$ cat src/rtl/spi_pkg.sv
package spi_pkg;

  typedef struct packed {
    logic cpol;
    logic cpha;
  } spi_fmt_t;

  // Coarse divider ratio: four raised to the select value.
  function automatic int unsigned pri_ratio(input int unsigned sel);
    return 32'd1 << (2 * sel);
  endfunction

endpackage

$ cat src/rtl/spi_sync.sv
module spi_sync #(
  parameter int W = 2,
  parameter int STAGES = 2,
  parameter logic [W-1:0] RST_VAL = '0
) (
  input  logic         clk,
  input  logic         rst,
  input  logic [W-1:0] d,
  output logic [W-1:0] q
);

  logic [W-1:0] stg [STAGES];

  always_ff @(posedge clk) begin
    if (rst) begin
      for (int i = 0; i < STAGES; i++) stg[i] <= RST_VAL;
    end else begin
      stg[0] <= d;
      for (int i = 1; i < STAGES; i++) stg[i] <= stg[i-1];
    end
  end

  assign q = stg[STAGES-1];

endmodule

$ cat src/rtl/spi_prescaler.sv
module spi_prescaler #(
  parameter int PRI_W = 2,
  parameter int SEC_W = 3
) (
  input  logic             clk,
  input  logic             rst,
  input  logic             run,
  input  logic [PRI_W-1:0] pri_sel,
  input  logic [SEC_W-1:0] sec_sel,
  output logic             tick
);

  localparam int PCNT_W = 2 * ((1 << PRI_W) - 1);

  logic [PCNT_W-1:0] pcnt;
  logic [PCNT_W-1:0] plim;
  logic [SEC_W-1:0]  scnt;
  logic              pri_hit;

  always_comb begin
    plim    = PCNT_W'(spi_pkg::pri_ratio(int'(pri_sel)) - 32'd1);
    pri_hit = (pcnt == plim);
    tick    = run && pri_hit && (scnt == sec_sel);
  end

  always_ff @(posedge clk) begin
    if (rst || !run) begin
      pcnt <= '0;
      scnt <= '0;
    end else begin
      pcnt <= pri_hit ? '0 : pcnt + 1'b1;
      if (pri_hit) scnt <= (scnt == sec_sel) ? '0 : scnt + 1'b1;
    end
  end

endmodule

$ cat src/rtl/spi_shifter.sv
module spi_shifter #(
  parameter int W = 16
) (
  input  logic              clk,
  input  logic              rst,
  input  logic              en,
  input  logic              master,
  input  spi_pkg::spi_fmt_t fmt,
  input  logic              tick,
  input  logic              sck_s,
  input  logic              ss_s,
  input  logic              sdi,
  input  logic              load,
  input  logic [W-1:0]      load_data,
  output logic              idle,
  output logic              run,
  output logic              done,
  output logic [W-1:0]      rx_word,
  output logic              sck_o,
  output logic              sdo_o
);

  localparam int CNT_W = $clog2(W);

  logic             busy;
  logic [W-1:0]     sh;
  logic [W-1:0]     save;
  logic [CNT_W-1:0] cnt;
  logic             sck_r;
  logic             sck_d;
  logic             sdo_r;

  logic lead, trail, samp, drv, s_chg;
  logic [W-1:0] sh_next;

  always_comb begin
    s_chg = (sck_s != sck_d);
    if (master) begin
      lead  = tick && (sck_r == fmt.cpol);
      trail = tick && (sck_r != fmt.cpol);
    end else begin
      lead  = !ss_s && s_chg && (sck_s != fmt.cpol);
      trail = !ss_s && s_chg && (sck_s == fmt.cpol);
    end
    samp    = fmt.cpha ? trail : lead;
    drv     = fmt.cpha ? lead : trail;
    sh_next = samp ? {sh[W-2:0], sdi} : sh;
    done    = trail && (cnt == CNT_W'(W - 1));
  end

  always_ff @(posedge clk) begin
    if (rst || !en) begin
      busy  <= 1'b0;
      sh    <= '0;
      save  <= '0;
      cnt   <= '0;
      sck_r <= fmt.cpol;
      sck_d <= sck_s;
      sdo_r <= 1'b0;
    end else begin
      sck_d <= sck_s;
      if (load) begin
        sh    <= load_data;
        save  <= load_data;
        sdo_r <= load_data[W-1];
        cnt   <= '0;
        busy  <= master;
        sck_r <= fmt.cpol;
      end else if (!master && ss_s) begin
        cnt   <= '0;
        busy  <= 1'b0;
        sh    <= save;
        sdo_r <= save[W-1];
      end else begin
        sh <= sh_next;
        if (drv) sdo_r <= sh_next[W-1];
        if (lead || trail) busy <= 1'b1;
        if (trail) cnt <= done ? '0 : cnt + 1'b1;
        if (done) busy <= 1'b0;
        if (master) begin
          if (tick) sck_r <= ~sck_r;
          else if (!busy) sck_r <= fmt.cpol;
        end
      end
    end
  end

  assign idle    = !busy;
  assign run     = busy && master;
  assign rx_word = sh_next;
  assign sck_o   = sck_r;
  assign sdo_o   = sdo_r;

endmodule

$ cat src/rtl/spi_port.sv
module spi_port #(
  parameter int W = 16,
  parameter int PRI_W = 2,
  parameter int SEC_W = 3,
  parameter int SYNC_STAGES = 2
) (
  input  logic             clk,
  input  logic             rst,
  input  logic             en,
  input  logic             master,
  input  logic             cpol,
  input  logic             cpha,
  input  logic [PRI_W-1:0] pri_sel,
  input  logic [SEC_W-1:0] sec_sel,
  input  logic             wr_en,
  input  logic [W-1:0]     wr_data,
  input  logic             rd_en,
  output logic [W-1:0]     rd_data,
  output logic             tx_full,
  output logic             rx_full,
  output logic             overflow,
  input  logic             sck_in,
  input  logic             ss_n_in,
  input  logic             sdi,
  output logic             sck_out,
  output logic             sck_oe,
  output logic             sdo,
  output logic             sdo_oe
);

  spi_pkg::spi_fmt_t fmt;
  logic [1:0]   line_s;
  logic         sck_s, ss_s;
  logic         tick, run, idle, done, load;
  logic [W-1:0] tx_buf;
  logic [W-1:0] rx_word;

  assign fmt.cpol = cpol;
  assign fmt.cpha = cpha;

  spi_sync #(.W(2), .STAGES(SYNC_STAGES), .RST_VAL(2'b01)) u_sync (
    .clk (clk),
    .rst (rst),
    .d   ({sck_in, ss_n_in}),
    .q   (line_s)
  );
  assign sck_s = line_s[1];
  assign ss_s  = line_s[0];

  spi_prescaler #(.PRI_W(PRI_W), .SEC_W(SEC_W)) u_div (
    .clk     (clk),
    .rst     (rst),
    .run     (run),
    .pri_sel (pri_sel),
    .sec_sel (sec_sel),
    .tick    (tick)
  );

  assign load = en && tx_full && idle;

  spi_shifter #(.W(W)) u_shift (
    .clk       (clk),
    .rst       (rst),
    .en        (en),
    .master    (master),
    .fmt       (fmt),
    .tick      (tick),
    .sck_s     (sck_s),
    .ss_s      (ss_s),
    .sdi       (sdi),
    .load      (load),
    .load_data (tx_buf),
    .idle      (idle),
    .run       (run),
    .done      (done),
    .rx_word   (rx_word),
    .sck_o     (sck_out),
    .sdo_o     (sdo)
  );

  always_ff @(posedge clk) begin
    if (rst) begin
      tx_buf  <= '0;
      rd_data <= '0;
    end else begin
      if (en && !tx_full && wr_en) tx_buf <= wr_data;
      if (en && done && !(rx_full && !rd_en)) rd_data <= rx_word;
    end
  end

  always_ff @(posedge clk) begin
    if (rst || !en) begin
      tx_full  <= 1'b0;
      rx_full  <= 1'b0;
      overflow <= 1'b0;
    end else begin
      if (load) tx_full <= 1'b0;
      else if (wr_en && !tx_full) tx_full <= 1'b1;
      if (done) begin
        if (rx_full && !rd_en) overflow <= 1'b1;
        else rx_full <= 1'b1;
      end else if (rd_en) begin
        rx_full <= 1'b0;
      end
    end
  end

  always_ff @(posedge clk) begin
    if (rst) sck_oe <= 1'b0;
    else sck_oe <= en && master;
  end

  assign sdo_oe = en && (master || !ss_s);

endmodule

$ cat config.mk
export PLATFORM = sky130hd
export DESIGN_NAME = spi_port
export DESIGN_NICKNAME = d
export VERILOG_FILES = /design/src/rtl/spi_pkg.sv /design/src/rtl/spi_sync.sv /design/src/rtl/spi_prescaler.sv /design/src/rtl/spi_shifter.sv /design/src/rtl/spi_port.sv
export SDC_FILE = /design/constraint.sdc
export NUM_CORES = 1
export LEC_CHECK = 0
export BUFFER_PORTS_ARGS = -buffer_cell sky130_fd_sc_hd__buf_4
export CAP_MARGIN = 30
export CORE_MARGIN = 2
export CORE_UTILIZATION = 50
export CTS_CLUSTER_SIZE = 25
export DETAILED_ROUTE_END_ITERATION = 10
export GPL_TIMING_DRIVEN = 0
export HOLD_SLACK_MARGIN = 0.12
export PLACE_DENSITY = 0.71
export SLEW_MARGIN = 20
export SYNTH_ARGS = -nofsm -noshare
export SYNTH_HDL_FRONTEND = slang
export SYNTH_SLANG_ARGS = --single-unit
$ cat constraint.sdc
create_clock -name clk -period 4.9 [get_ports clk]
set_input_delay 0.98 -clock clk [delete_from_list [all_inputs] [get_ports clk]]
set_output_delay 0.98 -clock clk [all_outputs]
set_load 0.02 [all_outputs]
# After elaboration in Yosys (flattened, before gate mapping)
# Memories as Yosys holds them, arrays and structs flattened.
# Cells that the tools add are included.
classes:
  n_addsub: 4
  muxes: 30
  bitwise_logic: 3
  reduce_logical: 42
  eq_ne: 11
  shift: 1
op_table:
  columns: ["op", "count"]
  rows:
  - ["16-bit 2-to-1 mux", 3]
  - ["1-bit 2-to-1 mux", 23]
  - ["1-bit logical AND", 20]
  - ["1-bit logical NOT", 8]
  - ["6-bit by 1-bit adder with 6-bit output (second input constant)", 1]
  - ["6-bit == test", 1]
  - ["3-bit nonzero test", 2]
  - ["1-bit by 3-bit left shift with 6-bit output (first input constant)", 1]
  - ["6-bit by 1-bit subtractor with 6-bit output (second input constant)", 1]
  - ["4-bit by 1-bit adder with 4-bit output (second input constant)", 1]
  - ["4-bit == test (second input constant)", 1]
  - ["1-bit logical OR", 4]
  - ["2-bit 2-to-1 mux", 2]
  - ["4-bit 2-to-1 mux", 1]
  - ["4-bit by 3-bit != test with 1-bit output (second input constant)", 1]
  - ["2-bit AND reduction", 2]
  - ["4-bit nonzero test", 1]
  - ["2-bit OR reduction", 2]
  - ["3-bit by 1-bit adder with 3-bit output (second input constant)", 1]
  - ["3-bit == test", 1]
  - ["3-bit 2-to-1 mux", 1]
  - ["1-bit != test", 3]
  - ["3-bit != test (second input constant)", 1]
  - ["3-bit AND reduction", 1]
  - ["other kinds (6)", 8]
word_totals:
  input_bits: 32
  wordCells: 107
  ff_bits: 85
  out_inout_bits: 23
  mem_count: 1
  mem_bits_rw: 4
mem_list:
  columns: ["name", "depth", "width", "rd", "rd_clocked_by_memory_dff", "wr", "line_no", "rtl"]
  rows:
  - ["u_sync.stg", 2, 2, 2, 0, 2, "spi_sync.sv:12", "logic [W-1:0] stg [STAGES];"]

# Logic depth before layout (Yosys ltp)
logic_depth:
  depth_word: 12
  depth_mapped: 10
  ltp_nobuf: 8

# Modules after synthesis
# A second synthesis with hierarchy kept.
hier_totals:
  hier_cells: 444
  hier_area_um2: 4085.2
modules_own_cells:
  columns: ["module", "instances", "cells_per_inst", "area_per_inst_um2", "seq_area_each_um2"]
  rows:
  - ["spi_shifter", 1, 223, 2035.7, 810.8]
  - ["spi_port", 1, 157, 1431.4, 720.7]
  - ["spi_prescaler", 1, 54, 498.0, 180.2]
  - ["spi_sync", 1, 10, 120.1, 80.1]

# Least setup slack after synthesis
# No wires, ideal clock.
synth_path:
  kind: "input port to flip-flop"
  from: "input port sec_sel[1]"
  to: "register rd_data[3]"
  path_stages: 8
  t_arrival_ns: 2.818
  path_slack_ns: 1.942
  n_path_buf: 2
  setup_time_ns: 0.140
  required_ns: 4.760
  path_cell_list: "xor2_1 -> or4_4 -> a2111oi_4 -> o2111a_1 -> and2_1 -> buf_4 -> buf_6 -> a211oi_1"
synth_between:
  elab_chain_len: 7
  word_cells_on_any_way: 11
  classes_between: "eq/ne (1); mux (4); reduce/logical (6)"
synth_rtl:
  columns: ["item", "line_no", "rtl"]
  rows:
  - ["start: declaration", "spi_port.sv:14", "input logic [SEC_W-1:0] sec_sel,"]
  - ["3-bit == test *", "spi_prescaler.sv:23", "tick = run && pri_hit && (scnt == sec_sel);"]
  - ["1-bit logical AND *", "spi_prescaler.sv:23", null]
  - ["1-bit logical AND", "spi_shifter.sv:40", "trail = tick && (sck_r != fmt.cpol);"]
  - ["1-bit 2-to-1 mux", "spi_shifter.sv:38", "if (master) begin"]
  - ["1-bit logical AND", "spi_shifter.sv:48", "done = trail && (cnt == CNT_W'(W - 1));"]
  - ["1-bit logical AND (2 in series)", "spi_port.sv:87", "if (en && done && !(rx_full && !rd_en)) rd_data <= rx_word;"]
  - ["end signal: assignment", "spi_port.sv:87", null]
  - ["end: declaration", "spi_port.sv:18", "output logic [W-1:0] rd_data,"]
# Mark *: on every way between the ends. The rest lies on a longest branch, timed or not.
# A chain may end at the register's enable or synchronous reset.

# Worst setup path in the final report
layout_path:
  from: "input port pri_sel[1]"
  to: "register rd_data[14]"
layout_between:
  elab_chain_len: 10
  word_cells_on_any_way: 14
  classes_between: "add/sub (1); eq/ne (1); shift (1); mux (4); reduce/logical (7)"
layout_rtl:
  columns: ["item", "line_no", "rtl"]
  rows:
  - ["start: declaration", "spi_port.sv:13", "input logic [PRI_W-1:0] pri_sel,"]
  - ["1-bit by 3-bit left shift with 6-bit output *", "spi_pkg.sv:10", "return 32'd1 << (2 * sel);"]
  - ["6-bit by 1-bit subtractor with 6-bit output *", "spi_prescaler.sv:21", "plim = PCNT_W'(spi_pkg::pri_ratio(int'(pri_sel)) - 32'd1);"]
  - ["6-bit == test *", "spi_prescaler.sv:22", "pri_hit = (pcnt == plim);"]
  - ["1-bit logical AND * (2 in series)", "spi_prescaler.sv:23", null]
  - ["1-bit logical AND", "spi_shifter.sv:40", null]
  - ["1-bit 2-to-1 mux", "spi_shifter.sv:38", null]
  - ["1-bit logical AND", "spi_shifter.sv:48", null]
  - ["1-bit logical AND (2 in series)", "spi_port.sv:87", null]
# Marked as above.

==> Implementation_results.wiki <==
{| class="wikitable"
! Metric !! Value
|-
| DRT Wirelength || 8230 µm
|-
| Nature of the critical path endpoint || flop
|-
| Initial standard-cell utilization of the core || 0.520
|-
| Sequential area share after synthesis || 0.472
|-
| Final #Nets || 521
|-
| Buffers on Ports || 53
|-
| Vias post-DR || 3,125
|-
| Layout cell share with drive strength beyond 1 || 0.196
|-
| Worst Path Class, Setup || primary input to flop
|-
| Area growth, synth to finish || 19.8%
|-
| Reg-to-reg setup timing slack || 2220 ps
|-
| Synth Area per Inst || 9.01 µm²
|-
| Arr. time, crit path || 3310 ps
|-
| Max Cap Viol || 0
|-
| Run status || finished, final reports clean
|-
| Clk Latency, worst-skew pair || 360 ps
|-
| Number of clock buffers inserted by TritonCTS || 9
|-
| Critical Path End || rd_data[14]
|-
| Largest net degree at the start of global routing || 17
|-
| Flop and latch count out of synthesis || 89
|-
| Cell-by-cell trace of the critical path || buf_4, or2_2, ha_1, xor2_1, nand2_1, a2111oi_2, or2_1, buf_6, buf_12, mux2i_1, a211oi_2
|-
| RR Endpoint || rd_data[14]
|-
| Global route total overflow || 0
|-
| Hpwl dp || 6090 µm
|-
| Clk slew on worst S/H paths || 100 ps
|-
| Final hold violation count || 0
|-
| Worst R2R Path Depth || 8
|-
| Tightest slew margin relative to the limit || 0.593
|-
| Number of failing setup endpoints in the final timing report || 0
|-
| Clk Tree Root Cell || sky130_fd_sc_hd__clkbuf_8
|-
| Clock tree from TritonCTS || done
|-
| Number of fill cells in the layout || 685
|-
| Wire length of the first global-routing pass || 13,900 µm
|-
| Gpl congestion || 0.806
|-
| Final Slew Violations || 0
|-
| Crit path max fanout || 10
|-
| Peak ir drop on the vdd network || 0.209 mV
|-
| Io pins || 55
|-
| Tcrit/Tclk final || 0.628
|-
| Setup crit start kind || primary input
|-
| Count of instances resized after the clock tree is built || 0
|-
| Cell area after technology mapping || 3790 µm²
|-
| Floorplan die height || 91.1 µm
|-
| Clock period minus worst slack || 3080 ps
|-
| Timing-limited maximum frequency || 325 MHz
|-
| Worst-case clock skew || 10.1 ps
|-
| Number of sinks driven by the clock tree || 89
|-
| Leakage power figure || 1.67 nW
|-
| Area enclosed by the die boundary || 8300 µm²
|-
| Per-cell via count in the routed design || 5.31
|-
| Share of flip-flops with an asynchronous set or reset || 0
|-
| Sum of negative setup slack || 0 ps
|-
| Power density of the placed cells || 308 nW/µm²
|-
| N_diodes || 0
|-
| Top flip-flop cell by instance count after synthesis || sky130_fd_sc_hd__dfxtp_1
|-
| Highest-delay cell along the critical path || sky130_fd_sc_hd__mux2i_1
|-
| Number of nets still failing antenna checks after routing || 0
|-
| Largest stage delay, worst path || 360 ps
|-
| Placeable core area || 7290 µm²
|-
| Antenna violations before repair || 0
|-
| Hold Crit Class || flop to flop
|-
| Total of warnings raised by yosys || 0
|-
| Count of unresolved DRC violations after routing || 0
|-
| Routed WL per cell || 14.0 µm
|-
| Number of buffers inserted by post-CTS setup repair || 0
|-
| Aggregate global-route resource usage || 0.208
|-
| Critical path required time || 5130 ps
|-
| Setup repair after global routing missed its margin || false
|-
| Mapped Nets || 457
|-
| Cts-stage hold buffer count || 0
|-
| Actual transition at the worst max-transition pin || 611 ps
|-
| Maximum count of clock buffers along a single path || 2
|-
| Number of flops mapped to enable cells by yosys || 1
|-
| Most common cell after layout, fill and taps aside || sky130_fd_sc_hd__dfxtp_1
|-
| Tot Pwr || 1.40 mW
|-
| Chip width || 91.1 µm
|-
| Floorplan row count || 31
|-
| Startpoint of the most critical register-to-register path || u_div.scnt[1]
|-
| Number of instances in the synthesized netlist || 421
|-
| Worst setup path startpoint || pri_sel[1]
|-
| First-iteration detailed-routing DRC count || 155
|-
| Top library cells by usage in the layout, fill and taps aside || 88 x sky130_fd_sc_hd__dfxtp_1, 75 x sky130_fd_sc_hd__nand2_1, 55 x sky130_fd_sc_hd__buf_4, 51 x sky130_fd_sc_hd__a21oi_1, 22 x sky130_fd_sc_hd__nor2_1
|-
| Count of cell types in the netlist || 47
|-
| Via count of the first global-routing pass || 2,873
|-
| Clock H-tree levels || 3
|-
| Drt first pass iters || 5
|}
worst min path at each step:
stage / startpoint / endpoint / slack (ps) / depth (start not counted)
after floorplan: u_sync.stg[0][3] / u_shift.sck_d / 370 / 0
after global placement: u_sync.stg[0][3] / u_shift.sck_d / 380 / 0
after detailed placement: u_sync.stg[0][3] / u_shift.sck_d / 390 / 0
after CTS: u_sync.stg[0][3] / u_shift.sck_d / 400 / 0
after global routing: u_sync.stg[0][3] / u_shift.sck_d / 420 / 0
final: u_sync.stg[0][3] / u_shift.sck_d / 400 / 0
report_power, final:
group	switching [mW]	internal (mW)
sequential	0.00826	0.735
clock	0.277	0.289
combinational	0.0525	0.0390
state kept, by name (all words and copies together), names as in the netlist, 3 cells and up:
name / cells
u_shift.save: 16
u_div.pcnt: 6
u_shift.cnt: 4
u_shift.sh: 16
u_sync.stg: 4
u_div.scnt: 3
rd_data: 16
tx_buf: 16
area by class of cell:
| class | instances | area (µm²) | share of cell area |
|---|---|---|---|
| clock inverters | 5 | 67.6 | 0.0149 |
| multi-input cells | 301 | 1840 | 0.406 |
| plain buffers | 26 | 139 | 0.0306 |
| inverters | 5 | 18.8 | 0.00413 |
| well taps | 99 | 124 | 0.0273 |
| clock buffers | 11 | 163 | 0.0358 |
| repair buffers | 53 | 398 | 0.0876 |
| flip-flops and latches | 89 | 1790 | 0.394 |
synth_stat cells (2+ instances only):
cell type / count / area share
sky130_fd_sc_hd__dfxtp_1: 88 / 0.46
sky130_fd_sc_hd__nand3_1: 4 / 0.0053
sky130_fd_sc_hd__nand2_1: 75 / 0.074
sky130_fd_sc_hd__inv_1: 5 / 0.0049
sky130_fd_sc_hd__a211oi_2: 10 / 0.033
sky130_fd_sc_hd__a21oi_1: 51 / 0.067
sky130_fd_sc_hd__or2_2: 5 / 0.0082
sky130_fd_sc_hd__a211oi_1: 8 / 0.016
sky130_fd_sc_hd__xor2_1: 9 / 0.021
sky130_fd_sc_hd__o31ai_1: 2 / 0.0040
sky130_fd_sc_hd__o41ai_1: 2 / 0.0046
sky130_fd_sc_hd__and3_1: 3 / 0.0049
sky130_fd_sc_hd__buf_2: 2 / 0.0026
sky130_fd_sc_hd__a22oi_1: 12 / 0.024
sky130_fd_sc_hd__clkbuf_1: 19 / 0.019
sky130_fd_sc_hd__ha_1: 4 / 0.013
sky130_fd_sc_hd__and2_1: 9 / 0.015
sky130_fd_sc_hd__or3_1: 2 / 0.0033
sky130_fd_sc_hd__nor4_1: 2 / 0.0033
sky130_fd_sc_hd__buf_6: 2 / 0.0059
sky130_fd_sc_hd__nor3_1: 7 / 0.0092
sky130_fd_sc_hd__buf_4: 2 / 0.0040
sky130_fd_sc_hd__o21ai_0: 18 / 0.024
sky130_fd_sc_hd__o211ai_1: 2 / 0.0040
sky130_fd_sc_hd__nor2_1: 22 / 0.022
sky130_fd_sc_hd__nor2b_1: 8 / 0.013
sky130_fd_sc_hd__nand2b_1: 3 / 0.0049
sky130_fd_sc_hd__mux2i_1: 20 / 0.053
sky130_fd_sc_hd__xnor2_1: 4 / 0.0092
sky130_fd_sc_hd__nor3b_1: 2 / 0.0040
sky130_fd_sc_hd__a32oi_1: 3 / 0.0069
critical path, delay by kind of cell:
kind            cells  cell delay, ps
compound gates      2             460
xor+xnor            1             150
fa+ha+maj           1             310
buf+inv             3             420
mux                 1             360
simple gates        3             630
cells by family after synthesis:
group,synth area share
AOI/OAI and AO/OA,0.208
xor gates and xnor gates,0.0300
adders and majority gates,0.0132
buffers and inverters,0.0416
DFF,0.472
muxes,0.0558
and+or+nand+nor,0.179
layer usage:
metal / vias up / routed length, µm / global-route usage
met2: 67 / 3650 / 0.309
met4: 0 / 78 / 0.0530
met1: 1439 / 4170 / 0.303
met3: 9 / 332 / 0.0506
li1: 1610 / - / -
met5: - / 0 / 0
stage by stage:
step                      utilization  setup slack (ps)  cells  hold slack, ps  instance area (µm²)
after floorplan                     -              1940    421             369                 3790
after global placement          0.592              1550    573             377                 4310
final                           0.623              1820    589             404                 4540
after global routing            0.623              1720    589             421                 4540
after CTS                       0.623              1840    589             404                 4540
after detailed placement        0.592              1480    573             390                 4310
Note: power is estimated with default switching activity, not from simulation.
